$ cat src/rtl/host_irq_pkg.sv
package host_irq_pkg;
  localparam int SRC_NUM  = 4;
  localparam int IDX_OBE  = 0;
  localparam int IDX_IBF  = 1;
  localparam int IDX_TST  = 2;
  localparam int IDX_PROC = 3;
  localparam int CTRL_W   = 2 * SRC_NUM;
  localparam int STAT_W   = CTRL_W + 1;

  typedef struct packed {
    logic               loadEn;
    logic [SRC_NUM-1:0] enVal;
    logic [SRC_NUM-1:0] clrMask;
    logic               procSet;
  } strobe_t;
endpackage

$ cat src/rtl/host_irq_ctrl.sv
module host_irq_ctrl
  import host_irq_pkg::*;
(
  input  logic              ctrlWrEn,
  input  logic [CTRL_W-1:0] ctrlWrData,
  input  logic              procReqWrEn,
  input  logic              procReqBit,
  output strobe_t           strobes
);
  always_comb begin
    strobes.loadEn  = ctrlWrEn;
    strobes.enVal   = ctrlWrData[SRC_NUM-1:0];
    strobes.clrMask = ctrlWrEn ? ctrlWrData[CTRL_W-1:SRC_NUM] : '0;
    strobes.procSet = procReqWrEn & procReqBit;
  end
endmodule

$ cat src/rtl/host_irq_dp.sv
module host_irq_dp
  import host_irq_pkg::*;
#(
  parameter logic [SRC_NUM-1:0] LEVEL_MASK = 4'b0100
)(
  input  logic               clk,
  input  logic               rstN,
  input  strobe_t            strobes,
  input  logic [SRC_NUM-1:0] srcIn,
  output logic [SRC_NUM-1:0] enableQ,
  output logic [SRC_NUM-1:0] pendQ
);
  always_ff @(posedge clk) begin
    if (!rstN)                enableQ <= '0;
    else if (strobes.loadEn)  enableQ <= strobes.enVal;
  end

  for (genvar i = 0; i < SRC_NUM; i++) begin : g_src
    if (LEVEL_MASK[i]) begin : g_level
      always_ff @(posedge clk) begin
        if (!rstN) pendQ[i] <= 1'b0;
        else       pendQ[i] <= srcIn[i];
      end
    end else begin : g_sticky
      always_ff @(posedge clk) begin
        if (!rstN)          pendQ[i] <= 1'b0;
        else if (srcIn[i])  pendQ[i] <= 1'b1;
        else if (strobes.clrMask[i]) pendQ[i] <= 1'b0;
      end
    end
  end
endmodule

$ cat src/rtl/host_irq_agg.sv
module host_irq_agg
  import host_irq_pkg::*;
(
  input  logic              clk,
  input  logic              rstN,
  input  logic              ctrlWrEn,
  input  logic [7:0]        ctrlWrData,
  input  logic              evtOutEmpty,
  input  logic              evtInFull,
  input  logic              tstCtrlIrq,
  input  logic              procIrqRaise,
  input  logic              procReqWrEn,
  input  logic              procReqBit,
  output logic [8:0]        statusWord,
  output logic              irqOut
);
  strobe_t            strobes;
  logic [SRC_NUM-1:0] srcIn;
  logic [SRC_NUM-1:0] enableQ;
  logic [SRC_NUM-1:0] pendQ;

  host_irq_ctrl u_ctrl (
    .ctrlWrEn    (ctrlWrEn),
    .ctrlWrData  (ctrlWrData),
    .procReqWrEn (procReqWrEn),
    .procReqBit  (procReqBit),
    .strobes     (strobes)
  );

  always_comb begin
    srcIn           = '0;
    srcIn[IDX_OBE]  = evtOutEmpty;
    srcIn[IDX_IBF]  = evtInFull;
    srcIn[IDX_TST]  = tstCtrlIrq;
    srcIn[IDX_PROC] = procIrqRaise | strobes.procSet;
  end

  host_irq_dp #(.LEVEL_MASK(4'b0100)) u_dp (
    .clk     (clk),
    .rstN    (rstN),
    .strobes (strobes),
    .srcIn   (srcIn),
    .enableQ (enableQ),
    .pendQ   (pendQ)
  );

  assign irqOut     = |(pendQ & enableQ);
  assign statusWord = {irqOut, pendQ, enableQ};
endmodule

$ cat config.mk
export PLATFORM = sky130hd
export DESIGN_NAME = host_irq_agg
export DESIGN_NICKNAME = d
export VERILOG_FILES = /design/src/rtl/host_irq_pkg.sv /design/src/rtl/host_irq_ctrl.sv /design/src/rtl/host_irq_dp.sv /design/src/rtl/host_irq_agg.sv
export SDC_FILE = /design/constraint.sdc
export NUM_CORES = 1
export LEC_CHECK = 0
export BUFFER_PORTS_ARGS = -buffer_cell sky130_fd_sc_hd__buf_2
export CAP_MARGIN = 20
export CORE_AREA = 5 5 42 44
export CTS_CLUSTER_DIAMETER = 120
export DETAILED_ROUTE_END_ITERATION = 12
export DIE_AREA = 0 0 47 49
export HOLD_SLACK_MARGIN = 0.1
export SKIP_CTS_REPAIR_TIMING = 1
export SYNTH_ARGS = -nofsm -noshare
export SYNTH_HDL_FRONTEND = slang
export SYNTH_SLANG_ARGS = --single-unit
export TNS_END_PERCENT = 10
$ cat constraint.sdc
create_clock -name clk -period 2.3 [get_ports clk]
set_input_delay 0.46 -clock clk [delete_from_list [all_inputs] [get_ports clk]]
set_output_delay 0.46 -clock clk [all_outputs]
set_load 0.05 [all_outputs]
### Word level (Yosys, flattened, before mapping)

Index checks and enable logic that the tools add are counted.

* mux-type cells: 7
* bitwise operators: 3
* reduce and logical (&&, ||, !) cells: 4

Operators with widths (number)
* $mux 1: 6
* $reduce_bool 2->1: 3
* $and 4x4->4: 1
* $mux 4: 1
* $reduce_or 4->1: 1
* $and 1x1->1: 1
* $or 1x1->1: 1

* flip-flop bits (word level): 8
* word-level logic and storage cells: 19

### Logic depth before layout (Yosys ltp)

Gate-level depths: netlist (run 1).

* depth in word-level cells: 3
* mapped depth: 3
* gate-level depth less buffers: 2

### By module

A second synthesis (run 1) with hierarchy kept.

* cell total of the unflattened synthesis: 39
* area, all modules: 385.4 sq um

By module, submodules not included
* host_irq_dp: times used 1, cells an instance 24, area an instance 284.0 sq um, sequential area each 160.2 sq um
* host_irq_ctrl: times used 1, cells an instance 10, area an instance 68.8 sq um, sequential area each 0.0 sq um
* host_irq_agg: times used 1, cells an instance 5, area an instance 32.5 sq um, sequential area each 0.0 sq um

### Least setup slack after synthesis (run 1)

OpenSTA, ideal clock, no wires.

* path type: register to output
* start: reg u_dp.enableQ[1]
* end: out statusWord[8]
* data arrival time: 1.471 ns
* required time: 1.840 ns
* slack: 0.369 ns
* stages on the path, launching flop included: 4
* buffers on the path: 1
* cells stage by stage: dfxtp_1 > a22oi_1 > nand2_1 > buf_4

* cells in the longest elaborated chain, start to end: 2

Ends and longest elaborated chain
* from (decl): RTL line host_irq_dp.sv:10 `output logic [SRC_NUM-1:0] enableQ,`
* from (signal assigned): RTL line host_irq_dp.sv:15 `else if (strobes.loadEn) enableQ <= strobes.enVal;`
* $and 4x4->4: RTL line host_irq_agg.sv:47 `assign irqOut = |(pendQ & enableQ);`
* $reduce_or 4->1: RTL line host_irq_agg.sv:47
* to (decl): RTL line host_irq_agg.sv:14 `output logic [8:0] statusWord,`

Every way passes these cells.

### Worst setup path in the final report (run 1)

* start: reg u_dp.pendQ[1]
* end: out irqOut

* cells in the longest elaborated chain, start to end: 2

Ends and longest elaborated chain
* from (decl): RTL line host_irq_dp.sv:11 `output logic [SRC_NUM-1:0] pendQ`
* from (signal, indexed assignment): RTL line host_irq_dp.sv:26 `if (!rstN) pendQ[i] <= 1'b0;`
* from (signal, indexed assignment): RTL line host_irq_dp.sv:27 `else if (srcIn[i]) pendQ[i] <= 1'b1;`
* from (signal, indexed assignment): RTL line host_irq_dp.sv:28 `else if (strobes.clrMask[i]) pendQ[i] <= 1'b0;`
* $and 4x4->4: RTL line host_irq_agg.sv:47
* $reduce_or 4->1: RTL line host_irq_agg.sv:47
* to (decl): RTL line host_irq_agg.sv:15 `output logic irqOut`

Every way passes these cells.

==> qor.csv, run 1 <==
stage;metric;value;unit
timing;skew;0;ps
global_route;grt_pass1_vias;278;
worst_setup_path;worst_ep_required_time;1840;ps
finish;most-common-layout-cells;buf_2, dfxtp_1, mux2i_1, nor2b_1, clkbuf_4;
die;design.core.area;1401;sq um
timing;fmax;0.6661;GHz
synth;yosysWarningCount;0;
finish;area_taken_by_flip_flops_and_latches;160.2;sq um
worst_setup_path;arrival_time_of_the_worst_setup_path;1040;ps
global_route;grt_antenna_before_repair;0;
finish;fillerInstances;157;
detailed_routing;vias_per_cell;4.197;
timing;slew_headroom;0.8309;
worst_setup_path;slowest_delay;310;ps
timing;final_max_slew_viol_count;0;
power;power-per-cell-area;726.7;nW/um^2
detailed_routing;drc;0;
synth;post_synthesis_cell_area;325.3;sq um
clock_tree;cts_buffers;3;
global_route;grt_start_max_net_pins;9;
finish;area_growth_syn_to_layout;45.77;%
hold_path;hold_path.startpoint;tstCtrlIrq;
worst_setup_path;crit-reg2reg-launch;u_dp.pendQ[3]$_SDFFE_PN0P_;
clock_tree;tritoncts_clock_tree;done;
clock_tree;worstSkewPairLatency;240;ps
finish;layout_commonest_cell;buf_2;
power;worst_ir_drop_vdd;0.2555;mV
status;run_status;complete, no violations;
worst_setup_path;reg2reg_setup_slack;1580;ps
die;design.die.area;2303;sq um
clock_tree;path_clk_slew;50;ps
worst_setup_path;worst_setup_path_start_kind;flop;
finish;nets;74;
synth;syn-num-nets;46;
hold_path;hold_path.class;in2reg;
global_route;grt_first_pass_wirelength;1.248;mm
detailed_routing;drt_pre_antenna_iters;2;
timing;rsz_0062_raised_after_global_routing;false;
hold_path;min_path_cells;2;
finish;multi_input_comb_area;146.4;sq um
finish;postLayoutCoreUtil;0.3384;
worst_setup_path;timing.critical_path.fanout_max;3;
die;std_cell_rows;14;
synth;post_synth_inst_count;29;
detailed_routing;postRouteWirelength;788;microns
timing;setup-tns-final;0;ps
synth;synth.distinct_cells;13;
clock_tree;clock_tree.htree_level_count;1;
worst_setup_path;worst-r2r-cell-count;2;
synth;ys_ff_latch;8;
die;floorplan.die.height;49;microns
die;pin_count;27;
synth;synth.avg_cell_area;11.22;sq um
timing;setup_viol;0;
worst_setup_path;critical_path.cell_chain;a22oi_1 > nand2_1 > buf_2;
worst_setup_path;crit_path_end_kind;primary output;
synth;yosysSeqAreaShare;0.4923;
timing;period_share;0.6527;
worst_setup_path;critPathSlowestCell;dfxtp_1;
timing;hold_viol_final;0;
worst_setup_path;worst-path-buf-inv;1;
finish;antenna_cells_inserted;0;
run;max_cap_violations;0;
finish;layout.cell_area.non_filler;474.2;sq um
detailed_routing;drtAntennaViolNets;0;
place;place_ws;1038;ps
die;die_width;47;microns
detailed_routing;vias;298;
detailed_routing;post_drt_wl_per_cell;11.10;microns
clock_tree;clock_path_buffers;2;
worst_setup_path;timing.critical_path.max_delay_family;flip-flops;
global_route;grt_util_all_layers;0.07904;
timing;setup_slack;798.8;ps
die;initial_core_util;0.2321;
worst_setup_path;timing.setup.critical_path_class;reg2out;
finish;final_layout_size_suffix_gt1_frac;0.5273;
place;postPlaceCellArea;451.7;sq um
power;power.static_leakage;0.0002493;uW
global_route;grt-ovfl-total;0;
clock_tree;tritoncts_num_sinks;8;
detailed_routing;dr.first_iter.drc_count;1;
timing;worst_slew_pin_slew;255.4;ps
place;portBuffers;25;
worst_setup_path;worst_r2r_endpoint;u_dp.pendQ[3]$_SDFFE_PN0P_;
clock_tree;ctsRootBufferMaster;clkbuf_4;
timing;final.min_clock_period;1501;ps
place;gp_congestion;0.6522;
hold_path;whs_endpoint;u_dp.pendQ[2]$_SDFF_PN0_;
[power breakdown]
group          total (uW)  leakage, uW  internal, uW  switching, uW
logic                89.0     0.000169          28.6           60.3
registers             154    0.0000665           148           5.83
clock network         102    0.0000138          59.4           42.5
[how the worst max path moves through the flow]
stage                                 startpoint            end  slack [ps]  depth (start not counted)
floorplan           u_dp.enableQ[1]$_SDFFE_PN0P_  statusWord[8]         370                          3
global placement      u_dp.pendQ[1]$_SDFFE_PN0P_  statusWord[8]        1040                          3
detailed placement    u_dp.pendQ[1]$_SDFFE_PN0P_         irqOut        1040                          3
CTS                   u_dp.pendQ[1]$_SDFFE_PN0P_         irqOut         770                          3
global route          u_dp.pendQ[1]$_SDFFE_PN0P_  statusWord[8]         730                          3
finish                u_dp.pendQ[1]$_SDFFE_PN0P_         irqOut         800                          3
[synth_stat cells, drive strengths merged]
cell    n  share of area
dfxtp   8           0.49
mux2i   4           0.12
nor2b   4          0.077
a21boi  3          0.081
a22oi   2          0.046
buf     2          0.058
o21a    2          0.046
a21bo   1          0.031
a21oi   1          0.015
and2    1          0.019
nand2   1          0.012
[per-layer routing]
layer	global-route usage	up-vias	wire, microns
li1	-	153	-
met1	0.09292	131	321
met2	0.1018	14	364
met3	0.04797	0	102
met4	0.05530	0	0
met5	0	-	0
[area by class of cell]
type / instances / area share
Sequential cell: 8 / 0.3377
Timing Repair Buffer: 25 / 0.2639
Multi-Input combinational cell: 19 / 0.3087
Clock buffer: 3 / 0.04749
Tap cell: 16 / 0.04222
[sequential cells by signal (all words and copies together), names as in the netlist]
name	count
u_dp.enableQ	4
u_dp.pendQ	4
[per-stage QoR]
stage | total power [uW] | std cells | hold slack [ps]
after global placement | 246.1 | 68 | 521.1
after CTS | 352.8 | 71 | 411.5
after floorplan | 222.1 | 29 | 577.6
final | 344.6 | 71 | 418.8
after detailed placement | 247.1 | 68 | 531.9
after global routing | 368.6 | 71 | 415.7
[cells by family (layout without fill, tap and decap cells)]
group                  Yosys count  in the layout  share of synthesized area
DFF                              8              8                     0.4923
muxes                            4              4                     0.1231
buffers and inverters            2             28                    0.05770
AOI/OAI and AO/OA                9              9                     0.2192
and+or+nand+nor                  6              6                     0.1077
(Power assumes the default switching activity.)
==> run 2, diff against run 1 <==
==> constraint.sdc (replaced) <==
create_clock -name clk -period 1.4 [get_ports clk]
set_input_delay 0.28 -clock clk [delete_from_list [all_inputs] [get_ports clk]]
set_output_delay 0.28 -clock clk [all_outputs]
set_load 0.05 [all_outputs]
==> run 2 against run 1 <==
Against the previous run: clock power increased by 79%; combinational power grew 70%; clock skew stayed put; worst setup slack got worse by 750 ps; cell count grew 1.4%; sequential cell count stayed put; largest cell class unchanged.
==> qor.csv, run 2 (synthesized netlist as in run 1, its figures left out) <==
stage;metric;value;unit
status;run_status;complete, no violations;
power;worst_ir_drop_vdd;0.4764;mV
worst_setup_path;critical_path.cell_chain;a22oi_2 > nand2_2 > buf_2;
hold_path;hold_path.class;in2reg;
die;std_cell_rows;14;
timing;slew_headroom;0.8300;
worst_setup_path;slowest_delay;350;ps
worst_setup_path;timing.setup.critical_path_class;reg2out;
worst_setup_path;worst_r2r_endpoint;u_dp.pendQ[3]$_SDFFE_PN0P_;
finish;fillerInstances;166;
finish;final_layout_size_suffix_gt1_frac;0.6964;
power;totalPowerFinal;587.8;uW
timing;rsz_0062_raised_after_global_routing;true;
global_route;grt_start_max_net_pins;9;
timing;period_share;0.9664;
timing;setup_slack;47.03;ps
finish;most-common-layout-cells;buf_2, dfxtp_2, mux2i_1, nor2b_1;
global_route;grt_pass1_vias;272;
detailed_routing;postRouteWirelength;805;microns
finish;layout_commonest_cell;buf_2;
finish;biggestRegsByFlops;u_dp.enableQ (4), u_dp.pendQ (4);
worst_setup_path;worstSetupStartpoint;u_dp.enableQ[3]$_SDFFE_PN0P_;
global_route;grt_util_all_layers;0.07001;
timing;fmax;0.7391;GHz
global_route;grt-ovfl-total;0;
finish;area_growth_syn_to_layout;55.38;%
clock_tree;tritoncts_clock_tree;done;
hold_path;min_path_cells;2;
power;power-per-cell-area;1163;nW/um^2
detailed_routing;post_drt_wl_per_cell;11.18;microns
worst_setup_path;worst_ep_required_time;1120;ps
global_route;grt_first_pass_wirelength;1.159;mm
clock_tree;worstSkewPairLatency;250;ps
clock_tree;ctsRootBufferMaster;clkbuf_4;
detailed_routing;dr.first_iter.drc_count;2;
worst_setup_path;worst_setup_path_start_kind;flop;
place;gp_congestion;0.6410;
place;portBuffers;25;
timing;final.min_clock_period;1353;ps
hold_path;hold_path.startpoint;evtOutEmpty;
worst_setup_path;crit-reg2reg-launch;u_dp.pendQ[3]$_SDFFE_PN0P_;
detailed_routing;drt_pre_antenna_iters;4;
die;die_width;47;microns
timing;skew;0;ps
clock_tree;tritoncts_num_sinks;8;
global_route;grt_antenna_before_repair;0;
hold_path;whs_endpoint;u_dp.pendQ[0]$_SDFFE_PN0P_;
timing;setup_viol;0;
place;place_ws;282.3;ps
timing;final_max_slew_viol_count;0;
detailed_routing;vias;312;
worst_setup_path;worst-r2r-cell-count;2;
timing;fin_worst_hold_slack;232.6;ps
worst_setup_path;crit_path_end_kind;primary output;
clock_tree;clock_tree.htree_level_count;1;
run;max_cap_violations;0;
clock_tree;cts_buffers;3;
finish;antenna_cells_inserted;0;
detailed_routing;drc;0;
worst_setup_path;reg2reg_setup_slack;680;ps
clock_tree;path_clk_slew;60;ps
worst_setup_path;timing.critical_path.fanout_max;3;
power;power.static_leakage;0.0002538;uW
timing;hold_viol_final;0;
detailed_routing;vias_per_cell;4.333;
die;pin_count;27;
worst_setup_path;critPathSlowestCell;dfxtp_4;
detailed_routing;drtAntennaViolNets;0;
finish;nets;74;
worst_setup_path;arrival_time_of_the_worst_setup_path;1070;ps
die;floorplan.die.height;49;microns
die;design.die.area;2303;sq um
timing;worst_slew_pin_slew;256.8;ps
die;design.core.area;1401;sq um
timing;setup-tns-final;0;ps
clock_tree;clock_path_buffers;2;
die;initial_core_util;0.2321;
-- run 2: power breakdown --
part | switching, uW | internal (uW) | leakage, uW | total [uW]
Clock | 74.6 | 109 | 0.0000150 | 183
Sequential | 10.7 | 243 | 0.0000697 | 254
Combinational | 101 | 50.1 | 0.000169 | 151
-- run 2: worst max-delay path, delay by kind of cell (launching register included) --
| kind | cells | cell delay [ps] |
|---|---|---|
| flops | 1 | 350 |
| buf+inv | 1 | 210 |
| compound gates | 1 | 190 |
| simple gates | 1 | 70 |
-- run 2: metrics by stage --
stage,utilization,std cells,cell area [sq um]
3_5_place_dp,0.3366,68,471.7
6_report,0.3607,72,505.5
3_3_place_gp,0.3366,68,471.7
4_1_cts,0.3554,72,498.0
2_1_floorplan,-,29,345.3
5_1_grt,0.3607,72,505.5
-- run 2: area by class of cell --
| class | instances | area [sq um] | area share |
|---|---|---|---|
| tap | 16 | 20.02 | 0.03960 |
| clock buffer | 4 | 26.28 | 0.05198 |
| timing repair buffer | 25 | 127.6 | 0.2525 |
| sequential | 8 | 177.7 | 0.3515 |
| multi-input combinational | 19 | 153.9 | 0.3045 |
-- run 2: worst max-delay path by stage --
stage,end,slack [ps],depth (start not counted)
after floorplan,statusWord[8],2,3
after global placement,irqOut,270,3
after detailed placement,statusWord[8],280,3
after CTS,statusWord[8],3,3
after global routing,irqOut,-10,3
final,irqOut,50,3
-- run 2: metal layers --
metal / wire (microns) / vias up / part of all wire / track usage
li1: - / 157 / - / -
met1: 292 / 151 / 0.36 / 0.07795
met2: 488 / 4 / 0.61 / 0.1176
met3: 24 / 0 / 0.030 / 0.03321
met4: 0 / 0 / 0 / 0.01382
met5: 0 / - / 0 / 0
==> run 3, diff against run 2 <==
--- a/config.mk
+++ b/config.mk
@@ -5,13 +5,14 @@
 export SDC_FILE = /design/constraint.sdc
 export NUM_CORES = 1
 export LEC_CHECK = 0
-export BUFFER_PORTS_ARGS = -buffer_cell sky130_fd_sc_hd__buf_2
 export CAP_MARGIN = 20
 export CORE_AREA = 5 5 42 44
 export CTS_CLUSTER_DIAMETER = 120
 export DETAILED_ROUTE_END_ITERATION = 12
 export DIE_AREA = 0 0 47 49
+export DONT_BUFFER_PORTS = 1
 export HOLD_SLACK_MARGIN = 0.1
+export SETUP_SLACK_MARGIN = 0.4
 export SKIP_CTS_REPAIR_TIMING = 1
 export SYNTH_ARGS = -nofsm -noshare
 export SYNTH_HDL_FRONTEND = slang
==> constraint.sdc (replaced) <==
create_clock -name clk -period 1.49 [get_ports clk]
set_input_delay 0.298 -clock clk [delete_from_list [all_inputs] [get_ports clk]]
set_output_delay 0.298 -clock clk [all_outputs]
set_load 0.05 [all_outputs]
==> run 3 against run 2 <==
Against the previous run: sequential cell count unchanged; clock-buffer cell count stayed put; combinational power is 60% lower; worst setup slack better by 11 ps; register-to-register slack worse by 50 ps; cell count decreased by 33%; global-route usage grew 1.5 points; non-clock buffer count fell by 24; wire length decreased by 6.5%; worst hold slack got worse by 73 ps; critical endpoint unchanged; largest power group unchanged.
==> qor.csv, run 3 (synthesized netlist as in run 1, its figures left out) <==
stage;metric;value;unit
clock_tree;tritoncts_clock_tree;done;
finish;layout.cell_area.non_filler;405.4;sq um
die;pin_count;27;
clock_tree;cts_buffers;3;
die;die_width;47;microns
timing;final.min_clock_period;1432;ps
finish;most-common-layout-cells;dfxtp_4, mux2i_1, nor2b_1;
die;design.core.area;1401;sq um
timing;worst_slew_pin_slew;300.0;ps
timing;fin_worst_hold_slack;159.4;ps
hold_path;hold_path.class;in2reg;
detailed_routing;post_drt_wl_per_cell;15.69;microns
die;design.die.area;2303;sq um
die;initial_core_util;0.2321;
timing;final_max_slew_viol_count;0;
power;worst_ir_drop_vdd;0.3781;mV
finish;layout_commonest_cell;dfxtp_4;
finish;antenna_cells_inserted;0;
detailed_routing;dr.first_iter.drc_count;2;
finish;area_growth_syn_to_layout;24.62;%
place;gp_congestion;0.5996;
worst_setup_path;worst_setup_path_start_kind;flop;
detailed_routing;drc;0;
global_route;grt-ovfl-total;0;
power;power.static_leakage;0.0001539;uW
place;portBuffers;0;
place;post-place-cells;44;
run;max_cap_violations;0;
timing;skew;0;ps
clock_tree;ctsRootBufferMaster;clkbuf_4;
detailed_routing;vias_per_cell;4.729;
global_route;grt_pass1_vias;272;
global_route;grt_start_max_net_pins;9;
clock_tree;tritoncts_num_sinks;8;
worst_setup_path;crit_path_end_kind;primary output;
detailed_routing;postRouteWirelength;753;microns
timing;slew_headroom;0.7999;
detailed_routing;drt_pre_antenna_iters;2;
finish;final-instance-count-excl-fill;48;
global_route;grt_first_pass_wirelength;1.276;mm
status;run_status;complete, no violations;
worst_setup_path;arrival_time_of_the_worst_setup_path;1130;ps
timing;setup_viol;0;
place;postPlaceCellArea;379.1;sq um
worst_setup_path;timing.critical_path.fanout_max;3;
finish;biggestRegsByFlops;u_dp.enableQ (4), u_dp.pendQ (4);
finish;postLayoutCoreUtil;0.2893;
power;power-per-cell-area;1274;nW/um^2
global_route;grt_antenna_before_repair;0;
worst_setup_path;worst_ep_required_time;1190;ps
timing;hold_viol_final;0;
timing;period_share;0.9614;
global_route;grt_util_all_layers;0.08475;
clock_tree;clock_path_buffers;2;
detailed_routing;vias;227;
timing;setup-tns-final;0;ps
timing;rsz_0062_raised_after_global_routing;true;
die;floorplan.die.height;49;microns
finish;final_layout_size_suffix_gt1_frac;0.5000;
die;std_cell_rows;14;
timing;fmax;0.6981;GHz
clock_tree;worstSkewPairLatency;260;ps
finish;nets;50;
detailed_routing;drtAntennaViolNets;0;
place;hpwl;656.5;microns
clock_tree;clock_tree.htree_level_count;1;
clock_tree;path_clk_slew;60;ps
worst_setup_path;timing.setup.critical_path_class;reg2out;
==> run 3: worst paths after layout <==
| kind | start | end | slack (ps) | cells past startpoint |
|---|---|---|---|---|
| worst min-delay path | rstN | u_dp.pendQ[0]$_SDFFE_PN0P_ | 160 | 1 |
| worst max register to register | u_dp.pendQ[0]$_SDFFE_PN0P_ | u_dp.pendQ[0]$_SDFFE_PN0P_ | 630 | 2 |
| worst max-delay path | u_dp.pendQ[3]$_SDFFE_PN0P_ | irqOut | 60 | 2 |
| worst min register to register | u_dp.enableQ[2]$_SDFFE_PN0P_ | u_dp.enableQ[2]$_SDFFE_PN0P_ | 640 | 2 |
==> run 3: metal layers <==
metal  GRT usage  share of wire
met5           0              0
met1     0.07317           0.29
met4     0.08295          0.039
met2      0.1312           0.60
met3     0.04059          0.064
==> run 3: worst max-delay path, stage by stage, from the launching register on <==
cell     delay (ps)
dfxtp_4         400
a22oi_2         240
nand2_4         230
==> run 3: area by class of cell <==
type                    count  area, sq um
fillers                   160        996.0
multi-input cells          19        163.9
flip-flops and latches      8        187.7
repair buffers              1        7.507
well taps                  16        20.02
clock buffers               4        26.28
==> run 3: stage by stage <==
stage | power [uW] | setup slack (ps)
after floorplan | 351.4 | 225.3
after global placement | 345.5 | 313.3
after detailed placement | 348.1 | 323.9
after CTS | 528.2 | 36.16
after global routing | 545.7 | 6.349
final | 516.6 | 57.56
==> run 3: power breakdown <==
| group | switching, uW | total, uW | leakage [uW] | internal (uW) |
|---|---|---|---|---|
| sequential | 56.3 | 282 | 0.0000709 | 226 |
| combinational | 36.7 | 59.7 | 0.0000680 | 23.0 |
| clock | 72.2 | 175 | 0.0000150 | 102 |
